$ cat src/rtl/vsp_pkg.sv
package vsp_pkg;
  localparam int          ADDR_BITS = 8;
  localparam logic [7:0]  WR_ADDR   = 8'h8E;
  localparam logic [7:0]  RD_ADDR   = 8'h8F;

  typedef enum logic [1:0] {
    FR_NONE  = 2'd0,
    FR_WRITE = 2'd1,
    FR_READ  = 2'd2
  } frame_kind_t;
endpackage

$ cat src/rtl/vsp_sync.sv
module vsp_sync #(
  parameter int W      = 3,
  parameter int EW     = 2,
  parameter int STAGES = 2
) (
  input  logic          clk,
  input  logic          rst,
  input  logic [W-1:0]  async_in,
  output logic [W-1:0]  lvl,
  output logic [EW-1:0] prv
);
  for (genvar i = 0; i < W; i++) begin : g_sync
    logic [STAGES-1:0] chain;
    always_ff @(posedge clk) begin
      if (rst) chain <= '0;
      else     chain <= {chain[STAGES-2:0], async_in[i]};
    end
    assign lvl[i] = chain[STAGES-1];
  end

  for (genvar j = 0; j < EW; j++) begin : g_prev
    logic p;
    always_ff @(posedge clk) begin
      if (rst) p <= 1'b0;
      else     p <= lvl[j];
    end
    assign prv[j] = p;
  end
endmodule

$ cat src/rtl/vsp_rx.sv
module vsp_rx
  import vsp_pkg::*;
#(
  parameter int SEG_W = 82,
  parameter int SLP_W = 2,
  parameter int DIM_W = 10,
  parameter int KEY_W = 30
) (
  input  logic             clk,
  input  logic             rst,
  input  logic             sclk_rise,
  input  logic             ce_lvl,
  input  logic             ce_rise,
  input  logic             ce_fall,
  input  logic             din,
  output logic [SEG_W-1:0] seg_q,
  output logic [SLP_W-1:0] slp_q,
  output logic [DIM_W-1:0] dim_q,
  output logic             wr_commit,
  output logic             rd_start,
  output logic             rd_stop,
  output logic             rd_full
);
  localparam int WR_BITS = SEG_W + SLP_W + DIM_W;
  localparam int RD_BITS = KEY_W + 1;
  localparam int MAXB    = (WR_BITS > RD_BITS) ? WR_BITS : RD_BITS;
  localparam int CW      = $clog2(MAXB + 2);
  localparam int AW      = $clog2(ADDR_BITS + 2);
  localparam logic [CW-1:0] WR_N    = CW'(WR_BITS);
  localparam logic [CW-1:0] RD_N    = CW'(RD_BITS);
  localparam logic [CW-1:0] CNT_MAX = CW'(MAXB + 1);
  localparam logic [AW-1:0] ADR_N   = AW'(ADDR_BITS);
  localparam logic [AW-1:0] ADR_MAX = AW'(ADDR_BITS + 1);

  logic [ADDR_BITS-1:0] addr_sr;
  logic [AW-1:0]        addr_cnt;
  logic [WR_BITS-1:0]   data_sr;
  logic [CW-1:0]        data_cnt;
  frame_kind_t          kind;
  frame_kind_t          next_kind;

  always_comb begin
    next_kind = FR_NONE;
    if (addr_cnt == ADR_N) begin
      if (addr_sr == WR_ADDR)      next_kind = FR_WRITE;
      else if (addr_sr == RD_ADDR) next_kind = FR_READ;
    end
  end

  // staging shift register, no reset: only copied out after a full count
  always_ff @(posedge clk) begin
    if (sclk_rise && ce_lvl && kind == FR_WRITE)
      data_sr <= {din, data_sr[WR_BITS-1:1]};
  end

  always_ff @(posedge clk) begin
    wr_commit <= 1'b0;
    rd_start  <= 1'b0;
    rd_stop   <= 1'b0;
    rd_full   <= 1'b0;
    if (rst) begin
      addr_sr  <= '0;
      addr_cnt <= '0;
      data_cnt <= '0;
      kind     <= FR_NONE;
      seg_q    <= '0;
      slp_q    <= '0;
      dim_q    <= '0;
    end else if (ce_rise) begin
      kind     <= next_kind;
      data_cnt <= '0;
      rd_start <= (next_kind == FR_READ);
    end else if (ce_fall) begin
      if (kind == FR_WRITE && data_cnt == WR_N) begin
        seg_q     <= data_sr[SEG_W-1:0];
        slp_q     <= data_sr[SEG_W+SLP_W-1:SEG_W];
        dim_q     <= data_sr[WR_BITS-1:SEG_W+SLP_W];
        wr_commit <= 1'b1;
      end
      if (kind == FR_READ) begin
        rd_stop <= 1'b1;
        rd_full <= (data_cnt == RD_N);
      end
      kind     <= FR_NONE;
      addr_cnt <= '0;
    end else if (sclk_rise) begin
      if (ce_lvl) begin
        if (data_cnt != CNT_MAX) data_cnt <= data_cnt + 1'b1;
      end else begin
        addr_sr <= {din, addr_sr[ADDR_BITS-1:1]};
        if (addr_cnt != ADR_MAX) addr_cnt <= addr_cnt + 1'b1;
      end
    end
  end
endmodule

$ cat src/rtl/vsp_tx.sv
module vsp_tx #(
  parameter int KEY_W = 30
) (
  input  logic             clk,
  input  logic             rst,
  input  logic             hold,
  input  logic [KEY_W-1:0] key_bits,
  input  logic             key_pending,
  input  logic             sleep_ack,
  input  logic             rd_start,
  input  logic             rd_stop,
  input  logic             rd_full,
  input  logic             sclk_fall,
  output logic             dout,
  output logic             done,
  output logic             active
);
  localparam int RD_BITS = KEY_W + 1;

  logic [RD_BITS-1:0] sr;

  always_ff @(posedge clk) begin
    done <= 1'b0;
    if (rst) begin
      active <= 1'b0;
      sr     <= '1;
      dout   <= 1'b1;
    end else begin
      if (rd_start) begin
        active <= key_pending && !hold;
        sr     <= {sleep_ack, key_bits};
      end else if (rd_stop) begin
        active <= 1'b0;
        done   <= active && rd_full;
      end else if (sclk_fall && active) begin
        sr <= {1'b1, sr[RD_BITS-1:1]};
      end
      if (hold)        dout <= 1'b1;
      else if (active) dout <= sr[0];
      else             dout <= !key_pending;
    end
  end
endmodule

$ cat src/rtl/vsp_serial_port.sv
module vsp_serial_port #(
  parameter int SEG_W = 82,
  parameter int SLP_W = 2,
  parameter int DIM_W = 10,
  parameter int KEY_W = 30,
  parameter int SYNC_STAGES = 2
) (
  input  logic             clk,
  input  logic             rst,
  input  logic             hold,
  input  logic             ser_clk,
  input  logic             ser_ce,
  input  logic             ser_din,
  output logic             ser_dout,
  input  logic [KEY_W-1:0] key_bits,
  input  logic             key_pending,
  input  logic             sleep_ack,
  output logic [SEG_W-1:0] seg_data,
  output logic [SLP_W-1:0] sleep_ctl,
  output logic [DIM_W-1:0] dim_val,
  output logic             disp_on,
  output logic             key_read_done
);
  localparam int PIN_SCLK = 0;
  localparam int PIN_CE   = 1;
  localparam int PIN_DIN  = 2;

  logic [2:0] pin_lvl;
  logic [1:0] pin_prv;
  logic sclk_rise, sclk_fall, ce_rise, ce_fall;
  logic wr_commit, rd_start, rd_stop, rd_full, rd_active;

  vsp_sync #(.W(3), .EW(2), .STAGES(SYNC_STAGES)) u_sync (
    .clk      (clk),
    .rst      (rst),
    .async_in ({ser_din, ser_ce, ser_clk}),
    .lvl      (pin_lvl),
    .prv      (pin_prv)
  );

  assign sclk_rise =  pin_lvl[PIN_SCLK] & ~pin_prv[PIN_SCLK];
  assign sclk_fall = ~pin_lvl[PIN_SCLK] &  pin_prv[PIN_SCLK];
  assign ce_rise   =  pin_lvl[PIN_CE]   & ~pin_prv[PIN_CE];
  assign ce_fall   = ~pin_lvl[PIN_CE]   &  pin_prv[PIN_CE];

  vsp_rx #(.SEG_W(SEG_W), .SLP_W(SLP_W), .DIM_W(DIM_W), .KEY_W(KEY_W)) u_rx (
    .clk       (clk),
    .rst       (rst),
    .sclk_rise (sclk_rise),
    .ce_lvl    (pin_lvl[PIN_CE]),
    .ce_rise   (ce_rise),
    .ce_fall   (ce_fall),
    .din       (pin_lvl[PIN_DIN]),
    .seg_q     (seg_data),
    .slp_q     (sleep_ctl),
    .dim_q     (dim_val),
    .wr_commit (wr_commit),
    .rd_start  (rd_start),
    .rd_stop   (rd_stop),
    .rd_full   (rd_full)
  );

  vsp_tx #(.KEY_W(KEY_W)) u_tx (
    .clk         (clk),
    .rst         (rst),
    .hold        (hold),
    .key_bits    (key_bits),
    .key_pending (key_pending),
    .sleep_ack   (sleep_ack),
    .rd_start    (rd_start),
    .rd_stop     (rd_stop),
    .rd_full     (rd_full),
    .sclk_fall   (sclk_fall),
    .dout        (ser_dout),
    .done        (key_read_done),
    .active      (rd_active)
  );

  always_ff @(posedge clk) begin
    if (rst) disp_on <= 1'b0;
    else     disp_on <= !hold;
  end
endmodule

$ cat config.mk
export PLATFORM = sky130hd
export DESIGN_NAME = vsp_serial_port
export DESIGN_NICKNAME = d
export VERILOG_FILES = /design/src/rtl/vsp_pkg.sv /design/src/rtl/vsp_sync.sv /design/src/rtl/vsp_rx.sv /design/src/rtl/vsp_tx.sv /design/src/rtl/vsp_serial_port.sv
export SDC_FILE = /design/constraint.sdc
export NUM_CORES = 1
export LEC_CHECK = 0
export BUFFER_PORTS_ARGS = -buffer_cell sky130_fd_sc_hd__buf_4
export CAP_MARGIN = 20
export CORE_MARGIN = 2
export CORE_UTILIZATION = 56
export DETAILED_ROUTE_END_ITERATION = 10
export PLACE_DENSITY = 0.79
export SYNTH_ARGS = -nofsm -noshare
export SYNTH_HDL_FRONTEND = slang
export SYNTH_SLANG_ARGS = --single-unit
$ cat constraint.sdc
create_clock -name clk -period 7 [get_ports clk]
set_clock_uncertainty 0.05 [all_clocks]
set_input_delay 0 -clock clk [delete_from_list [all_inputs] [get_ports clk]]
set_output_delay 0 -clock clk [all_outputs]
set_load 0.02 [all_outputs]
### Word-level counts from Yosys, hierarchy flattened

Index checks and enable logic that the tools add are counted.

| cells by class | value |
|---|---|
| reductions and logical operators | 24 |
| add/sub/neg operators | 2 |
| mux-type cells | 16 |
| equal/unequal tests | 12 |
| bitwise logic cells | 12 |

Operators by type and width:

| operator | number |
|---|---|
| two-way mux 31 bit | 3 |
| equality test 8 bit, second input constant | 2 |
| two-way mux 4 bit | 4 |
| AND reduction 4 bit | 3 |
| two-way mux 2 bit | 5 |
| nonzero test 2 bit | 5 |
| inverter 1 bit | 8 |
| adder 7 x 1 -> 7 bit, second input constant | 1 |
| equality test 7 x 5 -> 1 bit, second input constant | 1 |
| equality test 7 bit, second input constant | 1 |
| inequality test 7 bit, second input constant | 1 |
| logical AND 1 bit | 6 |
| OR reduction 2 bit | 3 |
| OR reduction 3 bit | 2 |
| adder 4 x 1 -> 4 bit, second input constant | 1 |
| bitwise AND 1 bit | 4 |
| equality test 2 bit, second input constant | 2 |
| equality test 4 bit, second input constant | 1 |
| two-way mux 1 bit | 4 |
| inequality test 4 bit, second input constant | 1 |
| OR reduction 4 bit | 1 |
| AND reduction 3 bit | 1 |
| equality test 2 x 1 -> 1 bit, second input constant | 1 |
| zero test 1 bit | 2 |
| other kinds (3) | 3 |

| word-level totals | value |
|---|---|
| input bits | 38 |
| output and inout bits | 97 |
| register bits | 255 |
| logic and storage cells | 87 |

### Depth between registers and ports, before layout

| depth | value |
|---|---|
| word-level depth | 6 |
| gate-level depth with buffers | 10 |
| depth with buffers taken out | 6 |

### Hierarchy

Synthesis repeated with hierarchy kept, for this count alone.

| second synthesis, totals | value |
|---|---|
| cell total of the unflattened synthesis | 891 |
| area total of the unflattened synthesis | 9798.1 sq um |

By module, submodules not included:

| module | seq. area each (sq um) | instances | cells each | area an instance (sq um) |
|---|---|---|---|---|
| vsp_rx | 5205.0 | 1 | 678 | 7981.4 |
| vsp_tx | 680.7 | 1 | 186 | 1510.2 |
| vsp_sync | 160.2 | 1 | 21 | 247.7 |
| vsp_serial_port | 20.0 | 1 | 6 | 58.8 |

### Worst setup path after synthesis

OpenSTA, ideal clock, no wires.

| path | value |
|---|---|
| path kind | register -> register |
| start point | reg u_sync.g_prev[0].p |
| end point | reg u_rx.data_sr[0] (enable) |
| arrival | 4.421 ns |
| data required time | 6.403 ns |
| cell stages (with the launch flop) | 3 |
| setup time | 0.547 ns |
| path buffers | 0 |
| clock period less this slack | 5.018 ns |
| path slack | 1.982 ns |
| cells stage by stage | dfxtp_1 -> nand4bb_1 -> nor2_1 |

| on the way | value |
|---|---|
| word-level cells in the longest chain between the ends | 4 |

Ends and longest elaborated chain:

| what | line | source |
|---|---|---|
| from (decl) | vsp_sync.sv:22 | `logic p;` |
| from (signal assigned) | vsp_sync.sv:25 | `else p <= lvl[j];` |
| inverter 1 bit | vsp_serial_port.sv:41 | `assign sclk_rise = pin_lvl[PIN_SCLK] & ~pin_prv[PIN_SCLK];` |
| bitwise AND 1 bit | vsp_serial_port.sv:41 |  |
| logical AND 1 bit (2 in a row) | vsp_rx.sv:52 | `if (sclk_rise && ce_lvl && kind == FR_WRITE)` |
| to (signal assigned) | vsp_rx.sv:53 | `data_sr <= {din, data_sr[WR_BITS-1:1]};` |
| to (decl) | vsp_rx.sv:37 | `logic [WR_BITS-1:0] data_sr;` |

Every way passes these cells.
A chain may end at the register's enable or synchronous reset.

### Worst setup path after layout

| path | value |
|---|---|
| start point | reg u_sync.g_prev[0].p |
| end point | reg u_rx.data_sr[25] (enable) |

The elaborated chain is that of the path after synthesis.

==> flow_summary_export.csv <==
group,metric,value,unit
synth,synth_seq_area_share,66.35,%
critical_path,worst_setup_path_end_kind,"register",
placed_design,dpl_cell_area,10180,sq um
synth,total_nets_after_synthesis,852,
timing,timing_worst_slew_pin_value,1.010,ns
clocking,clockRootBuffer,"sky130_fd_sc_hd__clkbuf_16",
power_and_ir_drop,power.density_cell_area,260.1,nW/um^2
synth,number_of_synthesized_flops_with_an_enable_pin,94,
critical_path,cp_top_family,"simple AND/OR/NAND/NOR gates",
synth,yosys.cell_types.count,44,
floorplan,floorplan.die.width,131.6,microns
clocking,h_tree_level_count,1,
synth,synth-warning-count,0,
timing,setup_viol,0,
timing,maxSlewViolCount,0,
clocking,clockBufferDepth,3,
clocking,cts_resized,0,
run_status,run_status,"completed",
cells_and_area,design.final.nets,1007,
synth,async_flop_share,0,%
cells_and_area,area_growth,25.37,%
placed_design,buffer_ports.inserted,134,
grt,grt_max_degree,95,
timing,grt_setup_unrepaired,"false",
hold_path,hp-class,"input port to register",
critical_path,crit_path_category,"register to register",
routing,viasPerCell,5.156,
cells_and_area,drive_above_1_share,22.35,%
routing,dr.pass1.iters,5,
timing,hold_viol,0,
critical_path,worstSetupStartpointType,"register",
critical_path,cp.required,7.08,ns
cells_and_area,layout_commonest_cell,"sky130_fd_sc_hd__nand2_1",
routing,finalWirelength,17.64,mm
synth,ys_ff_latch,255,
clocking,cts_tree,"done",
routing,num_vias,6166,
grt,gr-usage-all-layers,20.06,%
floorplan,rows,46,
cells_and_area,postLayoutCellArea,11420,sq um
timing,setup-tns-final,0,ns
critical_path,critPathMaxFanout,66,
routing,detail_route.iter0.violations,491,
synth,netlist_area,9112,sq um
placed_design,dp_hpwl,10.00,mm
cells_and_area,layout.cells.most_common_list,"211 x sky130_fd_sc_hd__nand2_1, 160 x sky130_fd_sc_hd__dfxtp_1, 138 x sky130_fd_sc_hd__buf_4",
routing,drc,0,
timing,achievable-frequency,397.6,MHz
synth,post-synth-top-area-cell,"sky130_fd_sc_hd__dfxtp_1",
placed_design,globalplace.congestion,0.7655,
grt,grt_first_pass_wirelength,29.21,mm
floorplan,initial_utilization,57.36,%
clocking,cts_post_setup_buffers_inserted,0,
clocking,clock-sinks,255,
floorplan,floorplan.io_pins,135,
synth,post_synth_main_area_contributors,"sky130_fd_sc_hd__dfxtp_1 35%, sky130_fd_sc_hd__edfxtp_1 31%, sky130_fd_sc_hd__nand2_1 8.7%",
critical_path,critPathMaxStageDelay,0.77,ns
timing,post-route-worst-setup-slack,4.485,ns
synth,avgSynthCellArea,11.29,sq um
critical_path,crit_chain,"nand4bb_1 -> nor2_4 -> buf_4",
critical_path,critical_path_arrival,2.59,ns
power_and_ir_drop,power.ir.vdd_worst,0.0001965,V
grt,globalRouteOverflowTotal,0,
grt,antenna_found_initial,0,
timing,finalCriticalPeriod,2.515,ns
grt,vias_in_the_first_global_route,6014,
synth,syn_inst,807,
critical_path,crit_slowest_cell,"sky130_fd_sc_hd__buf_4",
synth,ys.flop_type,"sky130_fd_sc_hd__dfxtp_1",
floorplan,chipHeight,131.6,microns
power_and_ir_drop,p_leak,3.894,nW
job,drv.max_cap_violation_count,0,
timing,relSlewSlack,32.67,%
critical_path,path_buf_inv,1,
clocking,clk_pin_slew_worst_paths,0.06,ns
floorplan,fp.coreArea,15890,sq um
synth,yosysTopAreaCellShare,35.37,%
timing,final.period_utilization,35.93,%
placed_design,dp_slack,4.482,ns
routing,route.antenna.remaining_nets,0,
cells_and_area,antenna_cells_inserted,0,
floorplan,die_area,17310,sq um
clocking,total_clock_buffers_created_by_cts,25,
clocking,clk_latency,0.50,ns
routing,drt-wirelength-per-cell,14.75,microns
## logic make-up (layout without fill, tap and decap cells)
kind of cell,Yosys count,after routing,synth area share [%]
simple gates,299,299,14.87
xor+xnor,5,5,0.4807
flops,255,255,66.35
fa+ha+maj,7,7,0.9611
buf+inv,57,230,3.103
compound gates,123,123,7.126
mux,61,61,7.112
## layout make-up
type                    instances  area (sq um)
repair buffers                177          1426
fillers                      1151          4461
clock buffers                  27         633.1
well taps                     216         270.3
inverters                       8         30.03
multi-input cells             495          2799
clock inverters                18         219.0
flip-flops and latches        255          6047
## final timing paths
kind | startpoint | end | slack (ns) | depth (start not counted)
setup / recovery | u_sync.g_prev[0].p | u_rx.data_sr[25] | 4.49 | 3
hold reg to reg | u_sync.g_sync[1].chain[0] | u_sync.g_sync[1].chain[1] | 0.39 | 1
hold / removal | hold | disp_on | 0.19 | 3
setup reg to reg | u_sync.g_prev[0].p | u_rx.data_sr[25] | 4.49 | 3
## power by group
group	switching (mW)	total (mW)	internal, mW	leakage [nW]
clock network	0.538	1.38	0.838	0.415
registers	0.00263	1.53	1.53	1.99
logic	0.0281	0.0645	0.0363	1.49
## per-stage QoR
stage | hold WS (ns) | instances | utilization [%] | total power [mW]
2_1_floorplan | 0.02821 | 807 | - | 1.588
3_3_place_gp | 0.1320 | 1112 | 64.10 | 1.610
3_5_place_dp | 0.1355 | 1112 | 64.10 | 1.610
4_1_cts | 0.1377 | 1196 | 71.92 | 3.001
5_1_grt | 0.1866 | 1196 | 71.92 | 3.068
6_report | 0.1938 | 1196 | 71.92 | 2.972
## repair_timing
action / CTS / global route
hold buffers: 39 / 0
setup endpoints to repair: 0 / 0
hold endpoints to repair: 52 / 0
## worst min-delay path: cells and delay by family
kind                   cells  cell delay (ns)
AND/OR/NAND/NOR            1             0.06
buffers and inverters      2             0.64
## synthesized netlist by cell type (2+ instances only)
cell type / number
sky130_fd_sc_hd__nand2_1: 211
sky130_fd_sc_hd__dfxtp_1: 161
sky130_fd_sc_hd__a21oi_1: 110
sky130_fd_sc_hd__edfxtp_1: 94
sky130_fd_sc_hd__nand2b_1: 32
sky130_fd_sc_hd__mux2i_1: 31
sky130_fd_sc_hd__mux2_2: 30
sky130_fd_sc_hd__clkbuf_1: 29
sky130_fd_sc_hd__buf_2: 13
sky130_fd_sc_hd__nor2_1: 13
sky130_fd_sc_hd__inv_1: 8
sky130_fd_sc_hd__nor2b_1: 8
sky130_fd_sc_hd__buf_6: 7
sky130_fd_sc_hd__ha_1: 7
sky130_fd_sc_hd__nand4_1: 5
sky130_fd_sc_hd__nor3_1: 4
sky130_fd_sc_hd__nand3_1: 3
sky130_fd_sc_hd__o21ai_0: 3
sky130_fd_sc_hd__xnor2_1: 3
sky130_fd_sc_hd__a211oi_1: 2
sky130_fd_sc_hd__and3_1: 2
sky130_fd_sc_hd__and4bb_2: 2
sky130_fd_sc_hd__nand4bb_1: 2
sky130_fd_sc_hd__nor3b_1: 2
sky130_fd_sc_hd__o21bai_1: 2
sky130_fd_sc_hd__or2_2: 2
sky130_fd_sc_hd__or3_1: 2
sky130_fd_sc_hd__or4_1: 2
sky130_fd_sc_hd__xor2_1: 2
## sequential cells by signal (all words and copies together), names as in the netlist, 4 cells and up
signal               flops
u_rx.addr_sr             8
u_rx.data_cnt            7
u_tx.sr                 31
u_rx.addr_cnt            4
u_rx.data_sr            94
u_rx.seg_q              82
u_sync.g_sync.chain      6
u_rx.dim_q              10
## routing by layer
layer  vias up  track usage, %  share of wire (%)
met5         -               0                  0
met4         0           5.495                1.8
met3        30           3.279                4.8
met1      2940           26.75                 44
met2       133           34.15                 49
li1       3063               -                  -
Note: power is estimated with default switching activity, not from simulation.
